$ cat src/rtl/lps_pkg.sv
package lps_pkg;

    localparam int DEV_W = 6;

    typedef enum logic [1:0] {
        PS_ACTIVE  = 2'd0,
        PS_STANDBY = 2'd1,
        PS_NAP     = 2'd2,
        PS_PDN     = 2'd3
    } pstate_e;

    typedef struct packed {
        logic valid;
        logic kind;
        logic relax;
    } ent_req_t;

    typedef struct packed {
        logic             valid;
        logic             kind;
        logic [DEV_W-1:0] dev;
    } exit_req_t;

    typedef struct packed {
        logic             bcast;
        logic             slot;
        logic [DEV_W-1:0] dev_id;
    } exit_cfg_t;

    function automatic logic is_asleep(pstate_e s);
        return (s == PS_NAP) || (s == PS_PDN);
    endfunction

    function automatic int exit_short_len(int base, int ratio);
        int v;
        v = base - ratio / 2;
        return (v < 1) ? 1 : v;
    endfunction

endpackage

$ cat src/rtl/lps_entry_gate.sv
module lps_entry_gate #(
    parameter int NAPX_W   = 4,
    parameter int PDNX_W   = 3,
    parameter int FAST_CYC = 5
) (
    input  logic              clk,
    input  logic              rst,
    input  logic              start,
    input  logic              kind,
    input  logic              tick,
    input  logic [NAPX_W-1:0] napx,
    input  logic [PDNX_W-1:0] pdnx,
    output logic              busy
);
    localparam int FW = $clog2(FAST_CYC + 1);
    localparam int SW = (PDNX_W + 9 > NAPX_W + 2) ? PDNX_W + 9 : NAPX_W + 2;

    logic [FW-1:0] fcnt;
    logic [SW-1:0] scnt;
    logic [SW-1:0] load;

    // slow-term length: 2 + napx, or 2 + 256*pdnx
    always_comb begin
        if (kind)
            load = {{(SW - PDNX_W - 8){1'b0}}, pdnx, 8'd0} + SW'(2);
        else
            load = SW'(napx) + SW'(2);
    end

    // fast phase first, then slow ticks are counted
    always_ff @(posedge clk) begin
        if (rst) begin
            busy <= 1'b0;
            fcnt <= '0;
            scnt <= '0;
        end else if (start) begin
            busy <= 1'b1;
            fcnt <= FW'(FAST_CYC);
            scnt <= load;
        end else if (busy) begin
            if (fcnt != '0) begin
                fcnt <= fcnt - 1'b1;
            end else if (tick) begin
                scnt <= scnt - 1'b1;
                if (scnt == SW'(1))
                    busy <= 1'b0;
            end
        end
    end
endmodule

$ cat src/rtl/lps_exit_gate.sv
module lps_exit_gate #(
    parameter int LONG_CYC  = 23,
    parameter int SHORT_CYC = 6
) (
    input  logic clk,
    input  logic rst,
    input  logic start,
    input  logic long_sel,
    output logic busy
);
    localparam int MX = (LONG_CYC > SHORT_CYC) ? LONG_CYC : SHORT_CYC;
    localparam int CW = $clog2(MX + 1);

    logic [CW-1:0] cnt;

    always_ff @(posedge clk) begin
        if (rst)
            cnt <= '0;
        else if (start)
            cnt <= long_sel ? CW'(LONG_CYC) : CW'(SHORT_CYC);
        else if (cnt != '0)
            cnt <= cnt - 1'b1;
    end

    assign busy = (cnt != '0);
endmodule

$ cat src/rtl/lps_state_fsm.sv
module lps_state_fsm
    import lps_pkg::*;
(
    input  logic      clk,
    input  logic      rst,
    input  ent_req_t  ent,
    input  exit_req_t ext,
    input  exit_cfg_t cfg,
    input  logic      ent_blk,
    input  logic      exit_blk,
    output pstate_e   state,
    output logic      ent_acc,
    output logic      exit_acc
);
    logic relax_q;
    logic addr_ok;
    logic kind_ok;

    always_comb begin
        addr_ok  = cfg.bcast || (cfg.slot && (ext.dev == cfg.dev_id));
        kind_ok  = ((state == PS_NAP) && !ext.kind) || ((state == PS_PDN) && ext.kind);
        exit_acc = ext.valid && !exit_blk && addr_ok && kind_ok;
        ent_acc  = ent.valid && !ent_blk && !is_asleep(state);
    end

    always_ff @(posedge clk) begin
        if (rst) begin
            state   <= PS_STANDBY;
            relax_q <= 1'b0;
        end else if (exit_acc) begin
            state <= relax_q ? PS_STANDBY : PS_ACTIVE;
        end else if (ent_acc) begin
            state   <= ent.kind ? PS_PDN : PS_NAP;
            relax_q <= ent.relax;
        end
    end
endmodule

$ cat src/rtl/lps_viol_flags.sv
module lps_viol_flags #(
    parameter int N = 3
) (
    input  logic         clk,
    input  logic         rst,
    input  logic         clr,
    input  logic [N-1:0] set,
    output logic [N-1:0] flags
);
    for (genvar i = 0; i < N; i++) begin : g_flag
        always_ff @(posedge clk) begin
            if (rst)
                flags[i] <= 1'b0;
            else if (set[i])
                flags[i] <= 1'b1;
            else if (clr)
                flags[i] <= 1'b0;
        end
    end
endmodule

$ cat src/rtl/lps_seq_top.sv
module lps_seq_top
    import lps_pkg::*;
#(
    parameter int NAPX_W     = 4,
    parameter int PDNX_W     = 3,
    parameter int RATIO      = 4,
    parameter int ENT_FAST   = 5,
    parameter int EXIT_LONG  = 23,
    parameter int EXIT_BASE  = 8
) (
    input  logic              clk,
    input  logic              rst,
    input  logic              slow_tick,
    input  logic [NAPX_W-1:0] cfg_napx,
    input  logic [PDNX_W-1:0] cfg_pdnx,
    input  logic              cfg_nap_long,
    input  logic              cfg_pdn_long,
    input  logic              cfg_bcast,
    input  logic              cfg_slot,
    input  logic [5:0]        cfg_dev_id,
    input  logic              ent_valid,
    input  logic              ent_kind,
    input  logic              ent_relax,
    input  logic              exit_valid,
    input  logic              exit_kind,
    input  logic [5:0]        exit_dev,
    input  logic              row_pkt,
    input  logic              col_pkt,
    input  logic              viol_clr,
    output logic [1:0]        pwr_state,
    output logic              entry_blocked,
    output logic              exit_blocked,
    output logic              ent_viol,
    output logic              exit_viol,
    output logic              pkt_viol
);
    localparam int EXIT_SHORT = exit_short_len(EXIT_BASE, RATIO);

    ent_req_t  ent;
    exit_req_t ext;
    exit_cfg_t ecfg;
    pstate_e   state;
    logic      ent_acc;
    logic      exit_acc;
    logic [2:0] vset;
    logic [2:0] vflags;

    assign ent  = '{valid: ent_valid, kind: ent_kind, relax: ent_relax};
    assign ext  = '{valid: exit_valid, kind: exit_kind, dev: exit_dev};
    assign ecfg = '{bcast: cfg_bcast, slot: cfg_slot, dev_id: cfg_dev_id};

    lps_state_fsm u_fsm (
        .clk      (clk),
        .rst      (rst),
        .ent      (ent),
        .ext      (ext),
        .cfg      (ecfg),
        .ent_blk  (entry_blocked),
        .exit_blk (exit_blocked),
        .state    (state),
        .ent_acc  (ent_acc),
        .exit_acc (exit_acc)
    );

    lps_entry_gate #(
        .NAPX_W   (NAPX_W),
        .PDNX_W   (PDNX_W),
        .FAST_CYC (ENT_FAST)
    ) u_ent_gate (
        .clk   (clk),
        .rst   (rst),
        .start (ent_acc),
        .kind  (ent_kind),
        .tick  (slow_tick),
        .napx  (cfg_napx),
        .pdnx  (cfg_pdnx),
        .busy  (entry_blocked)
    );

    lps_exit_gate #(
        .LONG_CYC  (EXIT_LONG),
        .SHORT_CYC (EXIT_SHORT)
    ) u_exit_gate (
        .clk      (clk),
        .rst      (rst),
        .start    (exit_acc),
        .long_sel (exit_kind ? cfg_pdn_long : cfg_nap_long),
        .busy     (exit_blocked)
    );

    always_comb begin
        vset[0] = ent_valid && entry_blocked;
        vset[1] = exit_valid && exit_blocked;
        vset[2] = (row_pkt || col_pkt) && (exit_blocked || exit_acc);
    end

    lps_viol_flags #(.N(3)) u_flags (
        .clk   (clk),
        .rst   (rst),
        .clr   (viol_clr),
        .set   (vset),
        .flags (vflags)
    );

    assign pwr_state = state;
    assign ent_viol  = vflags[0];
    assign exit_viol = vflags[1];
    assign pkt_viol  = vflags[2];
endmodule

$ cat config.mk
export PLATFORM = sky130hd
export DESIGN_NAME = lps_seq_top
export DESIGN_NICKNAME = d
export VERILOG_FILES = /design/src/rtl/lps_pkg.sv /design/src/rtl/lps_entry_gate.sv /design/src/rtl/lps_exit_gate.sv /design/src/rtl/lps_state_fsm.sv /design/src/rtl/lps_viol_flags.sv /design/src/rtl/lps_seq_top.sv
export SDC_FILE = /design/constraint.sdc
export NUM_CORES = 1
export LEC_CHECK = 0
export CORE_MARGIN = 8
export CORE_UTILIZATION = 30
export CTS_BUF_LIST = sky130_fd_sc_hd__clkbuf_16
export DETAILED_ROUTE_END_ITERATION = 16
export DONT_BUFFER_PORTS = 1
export PLACE_DENSITY = 0.41
export SLEW_MARGIN = 25
export SYNTH_ARGS = -nofsm -noshare
export SYNTH_HDL_FRONTEND = slang
export SYNTH_SLANG_ARGS = --single-unit
$ cat constraint.sdc
create_clock -name clk -period 1.6 [get_ports clk]
set_input_delay 0.24 -clock clk [delete_from_list [all_inputs] [get_ports clk]]
set_output_delay 0.24 -clock clk [all_outputs]
set_load 0.01 [all_outputs]
==> run_results.csv <==
group,metric,value,unit
run_status,status,"finished with violations",
run_status,violations,"negative setup slack",
finish,fin_nets,239,
sta,hold_violations,0,
critical_path,critical_path_class,"reg -> out",
synth,synth_area,1560,um^2
clocking,htreeDepth,1,
place,place_inst,250,
pwr,p_per_area,1300,nW/um^2
sta,maxSlewHeadroom,72.6,%
sta,rsz0062_at_grt,"yes",
sta,setup_ws,-10.1,ps
route,wl,3.89,mm
global_routing,grt_max_degree,31,
synth,synth-edff-count,0,
floorplanning,die_w,88.1,um
critical_path,crit_arrival,1370,ps
finish,fin_util,39.0,%
route,drc,0,
global_routing,grt_pass1_vias,1370,
pwr,p_leak,0.718,nW
floorplanning,fp.dieH,88.1,um
pwr,netSwitchingFraction,31.9,%
finish,multiInputGateArea,998,um^2
critical_path,crit_path_cell_trace,"inv_2, ha_4, nor4b_4, buf_4, inv_6, buf_6",
global_routing,antenna_found_initial,0,
pwr,seqPwrFrac,35.1,%
global_routing,met2_usage,17.8,%
synth,netlist.area_leader.share,34.7,%
floorplanning,ios,41,
critical_path,max_stage_delay,320,ps
synth,synth_ff_type,"dfxtp_1",
sta,slew_violations,0,
global_routing,gr-usage-all-layers,10.3,%
pwr,p_clk_share,22.4,%
pwr,p_switching,0.000821,W
place,gp_congestion,0.764,
route,wl_per_cell,14.6,um
synth,ys_types,44,
finish,finalNonFillerCells,267,
synth,syn_nets,215,
clocking,insertion_delay,260,ps
clocking,cts_made_buffers,3,
global_routing,overflow,0,
clocking,clk_pin_slew_worst_paths,70,ps
pwr,p_int,0.00175,W
critical_path,cp_top_family,"buffers and inverters",
critical_path,critical_path_buf_inv_count,4,
floorplanning,row_count,26,
finish,regArea,546,um^2
synth,async_flop_share,0,%
sta,worstMarginPinSlew,410,ps
pwr,total_power,0.00257,W
clocking,ctsLongestPathBuffers,2,
place,hpwl,2.80,mm
synth,synth_seq_cells,27,
sta,finalCritPeriodShare,101,%
critical_path,cp.required,1360,ps
place,io_buffers,0,
critical_path,end_kind,"primary output",
job,max_cap_viol_count,0,
pwr,p_comb_share,42.5,%
clocking,cts-root-buf,"clkbuf_16",
global_routing,grt_use_met1,11.3,%
sta,skew,3.48,ps
worst_hold_path,hold_class,"in -> reg",
sta,clock.fmax,0.621,GHz
critical_path,worstSetupStartpointType,"flip-flop",
floorplanning,initial_utilization,30.7,%
critical_path,critPathSlowestCell,"dfxtp_2",
synth,synthTopCellsByArea,"dfxtp_1 35%, xnor2_1 7.3%, a21oi_1 5.8%, ha_1 5.6%, xor2_1 3.9%",
global_routing,busiest_layer,"met2",
global_routing,grt_pass1_wl,6.25,mm
synth,ys_warn_count,0,
route,antenna_left,0,
sta,fin_crit,1610,ps
finish,syn_to_final_growth,27.0,%
finish,n_fill_cell,532,
sta,setup_violations,1,
finish,drive_gt1_share,30.5,%
route,first_pass_iters,4,
route,num_vias,1306,
global_routing,met3_usage,3.75,%
finish,num_antenna_cells,0,
floorplanning,design.core.area,5070,um^2
route,drt-initial-drc-count,34,
clocking,cts_hold_buf,0,
floorplanning,die_area,7760,um^2
synth,synth_area_per_cell,8.96,um^2
clocking,cts_tree,"built",
clocking,cts.sinks,27,
synth,synth_top_area_cell,"dfxtp_1",
route,via_per_inst,4.89,
synth,syn_inst,174,
critical_path,crit_fanout,5,
synth,yosysSeqAreaShare,34.7,%
pwr,ir_drop,0.000495,V
## cell families (layout without fill, tap and decap cells)
logic type	Yosys count	in the layout	share of synthesized area, %
XOR/XNOR	20	20	11.2
flip-flops	27	27	34.7
AO/OA/AOI/OAI	38	38	16.0
multiplexers	2	2	1.28
adder cells (fa/ha/maj)	7	7	5.62
AND/OR/NAND/NOR	61	61	26.1
buffers and inverters	19	42	5.14
## worst paths after layout
kind                      startpoint               end  slack (ps)  cells past startpoint
setup / recovery  u_exit_gate.cnt[1]      exit_blocked         -10                      6
hold reg to reg        u_fsm.relax_q     u_fsm.relax_q         450                      2
hold / removal                   rst  u_flags.flags[2]          40                      1
setup reg to reg  u_exit_gate.cnt[1]    u_fsm.state[0]          10                      8
## metrics by stage
stage	TNS, ps	instance area [um^2]	hold WS [ps]	worst slack [ps]
finish	-10.1	1980	40.5	-10.1
global route	-757	1980	32.4	-153
CTS	-5.12	1880	29.6	-5.12
detailed placement	-48.5	1730	313	-48.5
global placement	0	1730	311	16.0
floorplan	0	1560	376	40.5
## sequential cells by signal, summed over array words and instances, names as in the netlist
register / count
u_exit_gate.cnt: 5
u_ent_gate.fcnt: 3
u_fsm.state: 2
u_flags.flags: 3
u_ent_gate.scnt: 12
u_fsm.relax_q: 1
u_ent_gate.busy: 1
## cell usage after synthesis, types with 5 or more instances
library cell  count
dfxtp_1          27
a21oi_1          18
nor2_1           16
xnor2_1          13
inv_1            11
nor3_1           10
nand2_1           9
ha_1              7
xor2_1            7
a211oi_1          5
clkbuf_1          5
## per-layer routing
metal  share of wire, %  up-vias  wire length, um
met4                1.2        0               48
met1                 41      601             1600
met3                 10        5              403
met5                  0        -                0
met2                 47       38             1840
li1                   -      662                -
## final cells by class
type / count / area share, %
Timing Repair Buffer: 27 / 11.2
Inverter: 11 / 2.34
Sequential cell: 27 / 27.5
Clock inverter: 1 / 0.253
Multi-Input combinational cell: 128 / 50.4
Clock buffer: 3 / 3.79
Tap cell: 70 / 4.42
## layout by cell type (no fill, tap or decap), drive strengths merged, types with 6 or more instances in the layout
cell,Yosys,layout
nor3,12,12
nor2,16,16
xnor2,13,13
nand2,9,9
ha,7,7
inv,11,11
xor2,7,7
a21oi,18,18
buf,3,27
dfxtp,27,27
a211oi,6,6
## power by group through the flow
| stage | combinational (W) | clock, W | sequential [W] |
|---|---|---|---|
| after floorplan | 0.000567 | 0 | 0.000899 |
| after global routing | 0.00121 | 0.000625 | 0.000920 |
| after CTS | 0.000924 | 0.000604 | 0.000900 |
| final | 0.00109 | 0.000577 | 0.000904 |
| after detailed placement | 0.000776 | 0 | 0.000910 |
| after global placement | 0.000770 | 0 | 0.000910 |
## timing repair
item | 4_1_cts | 5_1_grt
gates resized for setup | 10 | 16
pin swaps | 5 | 11
endpoints found under the setup margin | 5 | 21
setup buffers | 7 | 6
endpoints found under the hold margin | 0 | 0
## worst reg2reg max path, stage by stage, from the launching register on
cell,delay (ps)
dfxtp_2,320
inv_2,70
ha_4,130
nor4b_4,250
buf_4,170
nand4_1,110
nor2b_1,130
buf_4,160
mux2i_1,170
Power figures use the tool's default switching activity.
